## src/rtl/adc_seq_pkg.sv

```systemverilog
package adc_seq_pkg;
  typedef enum logic [1:0] {
    ST_IDLE   = 2'd0,
    ST_SAMPLE = 2'd1,
    ST_CONV   = 2'd2
  } seq_state_t;

  // Places a DW-bit value in an RW-bit word, left or right, zero filled.
  function automatic logic [15:0] align_word(input logic [9:0] d, input logic left);
    logic [15:0] w;
    w = left ? {d, 6'b0} : {6'b0, d};
    return w;
  endfunction
endpackage

```

## src/rtl/adc_trig_sel.sv

```systemverilog
module adc_trig_sel #(
  parameter int TSEL_W = 2,
  localparam int NSRC  = 1 << TSEL_W,
  localparam int NHW   = NSRC - 1
) (
  input  logic [TSEL_W-1:0] sel,
  input  logic              sw_start,
  input  logic [NHW-1:0]    hw_trig,
  output logic              trig
);
  logic [NSRC-1:0] src_vec;

  assign src_vec = {hw_trig, sw_start};
  assign trig    = src_vec[sel];
endmodule

```

## src/rtl/adc_seq_fsm.sv

```systemverilog
module adc_seq_fsm
  import adc_seq_pkg::*;
#(
  parameter int SMP_W = 3,
  parameter int CH_W  = 3,
  localparam int CNT_W = SMP_W + 1
) (
  input  logic             clk,
  input  logic             rst_n,
  input  logic             enable,
  input  logic             trig,
  input  logic [SMP_W-1:0] smp_sel,
  input  logic [CH_W-1:0]  start_ch,
  input  logic             core_done,
  output logic             busy,
  output logic [CH_W-1:0]  cur_ch,
  output logic             core_start,
  output logic             load
);
  seq_state_t       state;
  logic [CNT_W-1:0] cnt;

  assign busy = (state != ST_IDLE);
  assign load = enable && (state == ST_CONV) && core_done;

  always_ff @(posedge clk or negedge rst_n) begin
    if (!rst_n) begin
      state      <= ST_IDLE;
      cnt        <= '0;
      cur_ch     <= '0;
      core_start <= 1'b0;
    end else begin
      core_start <= 1'b0;
      if (!enable) begin
        state <= ST_IDLE;
      end else begin
        unique case (state)
          ST_IDLE: if (trig) begin
            state  <= ST_SAMPLE;
            cnt    <= {smp_sel, 1'b1};   // 2*(code+1) - 1
            cur_ch <= start_ch;
          end
          ST_SAMPLE: begin
            if (cnt == '0) begin
              state      <= ST_CONV;
              core_start <= 1'b1;
            end else begin
              cnt <= cnt - 1'b1;
            end
          end
          ST_CONV: if (core_done) state <= ST_IDLE;
          default: state <= ST_IDLE;
        endcase
      end
    end
  end
endmodule

```

## src/rtl/adc_result_reg.sv

```systemverilog
module adc_result_reg
  import adc_seq_pkg::*;
(
  input  logic        clk,
  input  logic        rst_n,
  input  logic        load,
  input  logic        left,
  input  logic [9:0]  data_in,
  input  logic        ready,
  output logic [15:0] word,
  output logic        valid
);
  always_ff @(posedge clk or negedge rst_n) begin
    if (!rst_n) begin
      word  <= '0;
      valid <= 1'b0;
    end else if (load) begin
      word  <= align_word(data_in, left);
      valid <= 1'b1;
    end else if (valid && ready) begin
      valid <= 1'b0;
    end
  end
endmodule

```

## src/rtl/adc_conv_ctrl.sv

```systemverilog
module adc_conv_ctrl #(
  parameter int TSEL_W = 2,
  parameter int CH_W   = 3,
  parameter int SMP_W  = 3,
  localparam int NHW   = (1 << TSEL_W) - 1
) (
  input  logic              clk,
  input  logic              rst_n,
  input  logic              cfg_enable,
  input  logic [TSEL_W-1:0] cfg_trig_sel,
  input  logic [CH_W-1:0]   cfg_start_ch,
  input  logic [SMP_W-1:0]  cfg_smp_sel,
  input  logic              cfg_left_just,
  input  logic              sw_start,
  input  logic [NHW-1:0]    hw_trig,
  output logic              busy,
  output logic [CH_W-1:0]   cur_ch,
  output logic              core_start,
  input  logic              core_done,
  input  logic [9:0]        core_data,
  output logic [15:0]       res_data,
  output logic              res_valid,
  input  logic              res_ready
);
  logic trig_sel_hit;
  logic load_res;

  adc_trig_sel #(.TSEL_W(TSEL_W)) u_trig (
    .sel      (cfg_trig_sel),
    .sw_start (sw_start),
    .hw_trig  (hw_trig),
    .trig     (trig_sel_hit)
  );

  adc_seq_fsm #(.SMP_W(SMP_W), .CH_W(CH_W)) u_fsm (
    .clk        (clk),
    .rst_n      (rst_n),
    .enable     (cfg_enable),
    .trig       (trig_sel_hit),
    .smp_sel    (cfg_smp_sel),
    .start_ch   (cfg_start_ch),
    .core_done  (core_done),
    .busy       (busy),
    .cur_ch     (cur_ch),
    .core_start (core_start),
    .load       (load_res)
  );

  adc_result_reg u_res (
    .clk     (clk),
    .rst_n   (rst_n),
    .load    (load_res),
    .left    (cfg_left_just),
    .data_in (core_data),
    .ready   (res_ready),
    .word    (res_data),
    .valid   (res_valid)
  );
endmodule

```

## config.mk

```make
export PLATFORM = sky130hd
export DESIGN_NAME = adc_conv_ctrl
export DESIGN_NICKNAME = d
export VERILOG_FILES = /design/src/rtl/adc_seq_pkg.sv /design/src/rtl/adc_trig_sel.sv /design/src/rtl/adc_seq_fsm.sv /design/src/rtl/adc_result_reg.sv /design/src/rtl/adc_conv_ctrl.sv
export SDC_FILE = /design/constraint.sdc
export NUM_CORES = 1
export LEC_CHECK = 0
export ABC_AREA = 1
export BUFFER_PORTS_ARGS = -buffer_cell sky130_fd_sc_hd__buf_2
export CAP_MARGIN = 25
export CORE_ASPECT_RATIO = 1.4
export CORE_UTILIZATION = 48
export DETAILED_ROUTE_END_ITERATION = 10
export PLACE_DENSITY = 0.78
export SLEW_MARGIN = 20
export SYNTH_ARGS = -nofsm -noshare
export SYNTH_HDL_FRONTEND = slang
export SYNTH_HIERARCHICAL = 1
export SYNTH_SLANG_ARGS = --single-unit
```

## constraint.sdc

```tcl
create_clock -name clk -period 1.88 [get_ports clk]
set_input_delay 0 -clock clk [delete_from_list [all_inputs] [get_ports clk]]
set_output_delay 0 -clock clk [all_outputs]
set_load 0.02 [all_outputs]
```

======== Yosys cells after proc, flatten, opt, wreduce, memory -nomap -nowiden ========
Index checks and enable logic that the tools add are counted.
storage, ports and cells
  bits in registers ....................... 27
  latch bits .............................. 0
  memory bits (writable) .................. 0
  memory bits (read-only) ................. 0
  output and inout port bits .............. 22
  logic and storage cells ................. 42
  memories kept ........................... 0
cells by class
  add/sub/neg operators ................... 1
  multipliers ............................. 0
  div/mod/pow operators ................... 0
  $lt $le $gt $ge ......................... 1
  equal/unequal tests ..................... 7
  shift-type cells ........................ 0
  multiplexer cells ....................... 16
  bitwise gates (word level) .............. 0
  reductions and logical operators ........ 11
operator list
  cell                   number
  $mux W16               1
  $mux W2                4
  $mux W4                2
  $pmux W4 S2            1
  $mux W1                6
  $ne A3 B3 Y1 const B   2
  $pmux W2 S3            1
  $reduce_and A3 Y1      2
  $reduce_bool A2 Y1     3
  $logic_not A4 Y1       1
  $ne A2 B2 Y1 const B   2
  $reduce_and A4 Y1      1
  $sub A4 B1 Y4 const B  1
  $logic_and A1 B1 Y1    3
  $lt A2 B3 Y1 const B   1
  $ne A3 B2 Y1 const B   1
  $bmux W1 S2            1
  $eq A2 B1 Y1 const B   1
  $eq A2 B2 Y1 const B   1
  $logic_not A2 Y1       1

======== Depth between registers and ports, before layout ========
  word-level depth ........................ 5
  mapped depth ............................ 10

======== Cells and area by module ========
Netlist, hierarchy kept.
modules (own cells, without submodules)
  module          times used  cells each  area each (um2)  sequential area each (um2)
  adc_result_reg  1           83          735.7            425.4
  adc_seq_fsm     1           69          565.5            250.2
  adc_trig_sel    1           13          51.3             0.0

======== Least setup slack after synthesis ========
Ideal clock, no wire load.
  path kind ............................... flip-flop to flip-flop
  from .................................... register u_fsm.state[0]
  to ...................................... register u_res.word[11]
  library setup time ...................... 0.119 ns
  arrival ................................. 1.340 ns
  data required time ...................... 1.761 ns
  slack ................................... 0.421 ns
  stages on the path, launching flop included .. 6
  path through ............................ dfrtp_1 nor4_1 inv_2 buf_6 nand2_2 o21ai_2
between the ends
  word-level cells in the longest chain between the ends .. 3
RTL lines
  what                              RTL line              text
  start: declaration                adc_seq_fsm.sv:20     seq_state_t state;
  start signal: assignment          adc_seq_fsm.sv:28     state <= ST_IDLE;
  start signal: assignment          adc_seq_fsm.sv:35     state <= ST_IDLE;
  start signal: assignment          adc_seq_fsm.sv:39     state <= ST_SAMPLE;
  $eq A2 B2 Y1                      adc_seq_fsm.sv:24     assign load = enable && (state == ST_CONV) && core_done;
  $logic_and A1 B1 Y1 (2 in a row)  adc_seq_fsm.sv:24
  named net load_res                adc_conv_ctrl.sv:26   logic load_res;
  end signal: assignment            adc_result_reg.sv:18  word <= align_word(data_in, left);
  end: declaration                  adc_result_reg.sv:10  output logic [15:0] word,
The timed path passes the listed nets, and every way through them passes these cells.
A chain may end at the register's enable or synchronous reset.

======== Worst setup path after layout ========
  from .................................... register u_fsm.state[1]
  to ...................................... register u_res.word[2]
Same word-level chain as after synthesis.

==> impl_metrics.json <==
{
  "io_pins": 50,
  "vdd_drop_max_mv": 0.655,
  "die_y_um": 64.8,
  "max_stage_delay_ns": 0.42,
  "crit_family": "buffers and inverters",
  "final_nets": 265,
  "worst_pin_slew_ns": 0.584,
  "path_clk_slew_ns": 0.12,
  "fin_skew_ns": 0.00920,
  "num_vias": 1233,
  "drive_above_1_share": 0.329,
  "synth.yosys.seq_area_share": 0.500,
  "antenna_found_initial": 0,
  "hpwl_um": 2030,
  "top_layer_used": "met4",
  "hold_viol_final": 0,
  "fin_crit_sh": 0.731,
  "worst-r2r-setup-slack_ns": 0.51,
  "dp.cells": 248,
  "cp-end-kind": "flop",
  "setup_viol": 0,
  "first_iter_violations": 29,
  "gp_congestion": 0.774,
  "min_period_ns": 1.37,
  "clk_path_buf_depth": 2,
  "grt_pass1_vias": 1233,
  "vias_per_cell": 4.57,
  "initial_core_util": 0.512,
  "core_area_um2": 2640,
  "detail_route.wl_per_cell_um": 10.8,
  "numPortBuffers": 49,
  "setup_tns_ns": 0,
  "drtPass1Iterations": 5,
  "netlist_area_um2": 1350,
  "layoutNonFillerInstCount": 270,
  "rsz0062_at_grt": "false",
  "route.met3.wl_um": 125,
  "cts_setup_buffers": 0,
  "total_power_mw": 1.89,
  "p_leak_nw": 1.06,
  "cts_buffers": 3,
  "drc": 0,
  "diodes": 0,
  "drv_slew": 0,
  "crit_top_cell": "inv_2",
  "fp.dieW_um": 46.9,
  "synthDistinctLibCells": 22,
  "clkLatencyLatePin_ns": 0.31,
  "reg2reg_depth": 6,
  "cts-resized-gates": 0,
  "outcome": "complete, no violations",
  "crit_path_end": "u_res/word[2]",
  "crit_chain": "inv_2 -> nor4_2 -> buf_4 -> inv_2 -> nand2_1 -> o21ai_0",
  "htreeDepth": 1,
  "required_ns": 2.07,
  "critPathSlowestCell": "dfrtp_1",
  "ys_warn_count": 6,
  "rows": 22,
  "cts_tree": "yes",
  "maxSlewHeadroom": 0.611,
  "wl_um": 2920,
  "startpoint": "u_fsm/state[1]",
  "cp_max_fo": 17,
  "crit_buf_inv": 3,
  "max-cap-violations": 0,
  "ant_nets": 0,
  "max_freq_mhz": 728,
  "cts.sinks": 27,
  "worstHoldPathType": "in2reg",
  "ys_ff_latch": 27,
  "startpoint_type": "flop",
  "netlist_instances": 165,
  "grt_pass1_wl_um": 4880,
  "syn_nets": 195,
  "r2r_start": "u_fsm/state[1]",
  "grt_use_total": 0.217,
  "worst_r2r_endpoint": "u_res/word[2]",
  "gr-total-overflow": 0,
  "power_density_nw_per_um2": 1030,
  "cp.depth": 6,
  "met2WireLength_um": 1580,
  "grt_max_degree": 28,
  "syn_to_final_growth_pct": 35.5,
  "die_area_um2": 3040,
  "syn_area_per_cell_um2": 8.20,
  "wl_met1_um": 1200,
  "clockRootBuffer": "clkbuf_4",
  "crit_type": "reg2reg",
  "critPathArrivalTime_ns": 1.57
}
==> cells in the final DEF (no fill, tap or decap), drive strengths merged <==
| cell type | instances |
|---|---|
| nand2 | 58 |
| dlygate4sd3 | 18 |
| o21ai | 17 |
| buf | 50 |
| xnor2 | 1 |
| inv | 31 |
| a21oi | 2 |
| nand3 | 15 |
| dfrtp | 27 |
| nor2 | 7 |
| clkbuf | 4 |
| nand4 | 1 |
| nor4 | 1 |
| ha | 2 |
==> sequential cells by signal, summed over array words and instances (netlist names) <==
register          count
u_res/word           16
u_fsm/state           2
u_res/valid           1
u_fsm/core_start      1
u_fsm/cnt             4
u_fsm/cur_ch          3
==> where the power goes <==
part / switching [mW] / internal (mW) / leakage (nW)
logic: 0.493 / 0.308 / 0.692
clock network: 0.152 / 0.0827 / 0.0150
registers: 0.108 / 0.751 / 0.353
total: 0.753 / 1.14 / 1.06
==> synthesized netlist by cell type, drive strengths merged <==
library cell	instances	area share
xnor2	1	0.0065
inv	31	0.090
a21oi	2	0.010
dfrtp	27	0.50
nand3	15	0.063
nor4	1	0.0046
o21ai	17	0.077
nand4	1	0.0046
nor2	7	0.023
buf	3	0.022
ha	2	0.018
nand2	58	0.18
==> logic make-up (layout without fill, tap and decap cells) <==
logic type	Yosys count	in the layout	synth area share
simple gates	82	82	0.277
buf+inv	34	103	0.112
flops	27	27	0.500
compound gates	19	19	0.0870
fa+ha+maj	2	2	0.0185
xor+xnor	1	1	0.00648
==> repair_timing <==
action,4_1_cts,5_1_grt
setup endpoints to repair,0,0
hold buffers,18,0
endpoints found under the hold margin,46,0
==> layout make-up <==
type,count,area (um^2)
inverters,31,121
flip-flops and latches,27,676
fillers,224,810
repair buffers,68,433
multi-input cells,104,532
well taps,36,45.0
clock buffers,4,26.3
==> stage by stage <==
stage / instance area, um^2 / setup slack [ns] / utilization / hold WS (ns)
global placement: 1630 / 0.558 / 0.616 / 0.0394
detailed placement: 1630 / 0.519 / 0.616 / 0.0364
floorplan: 1350 / 0.421 / - / -0.296
CTS: 1830 / 0.499 / 0.694 / 0.00467
finish: 1830 / 0.506 / 0.694 / 0.0244
global route: 1830 / 0.374 / 0.694 / 0.0246
==> layer usage <==
layer	global-route usage	up-vias
met5	0	-
met4	0.0643	0
met3	0.0390	2
met2	0.401	30
met1	0.236	559
li1	-	642
==> worst reg2reg max path, stage by stage (launching register included) <==
cell and delay [ns]:
dfrtp_1 0.42, inv_2 0.08, nor4_2 0.23, buf_4 0.22, inv_2 0.15, nand2_1 0.08, o21ai_0 0.08
==> how the worst min path moves through the flow <==
stage,from,to,slack (ns),depth (start not counted)
floorplan,rst_n,u_fsm/cnt[0],-0.30,0
global placement,rst_n,u_fsm/cur_ch[2],0.04,1
detailed placement,rst_n,u_fsm/cur_ch[2],0.04,1
CTS,core_done,u_fsm/state[1],0.005,4
global route,core_done,u_fsm/state[1],0.02,4
finish,core_done,u_fsm/state[1],0.02,4
No activity file was read; power rests on OpenSTA's default activity.
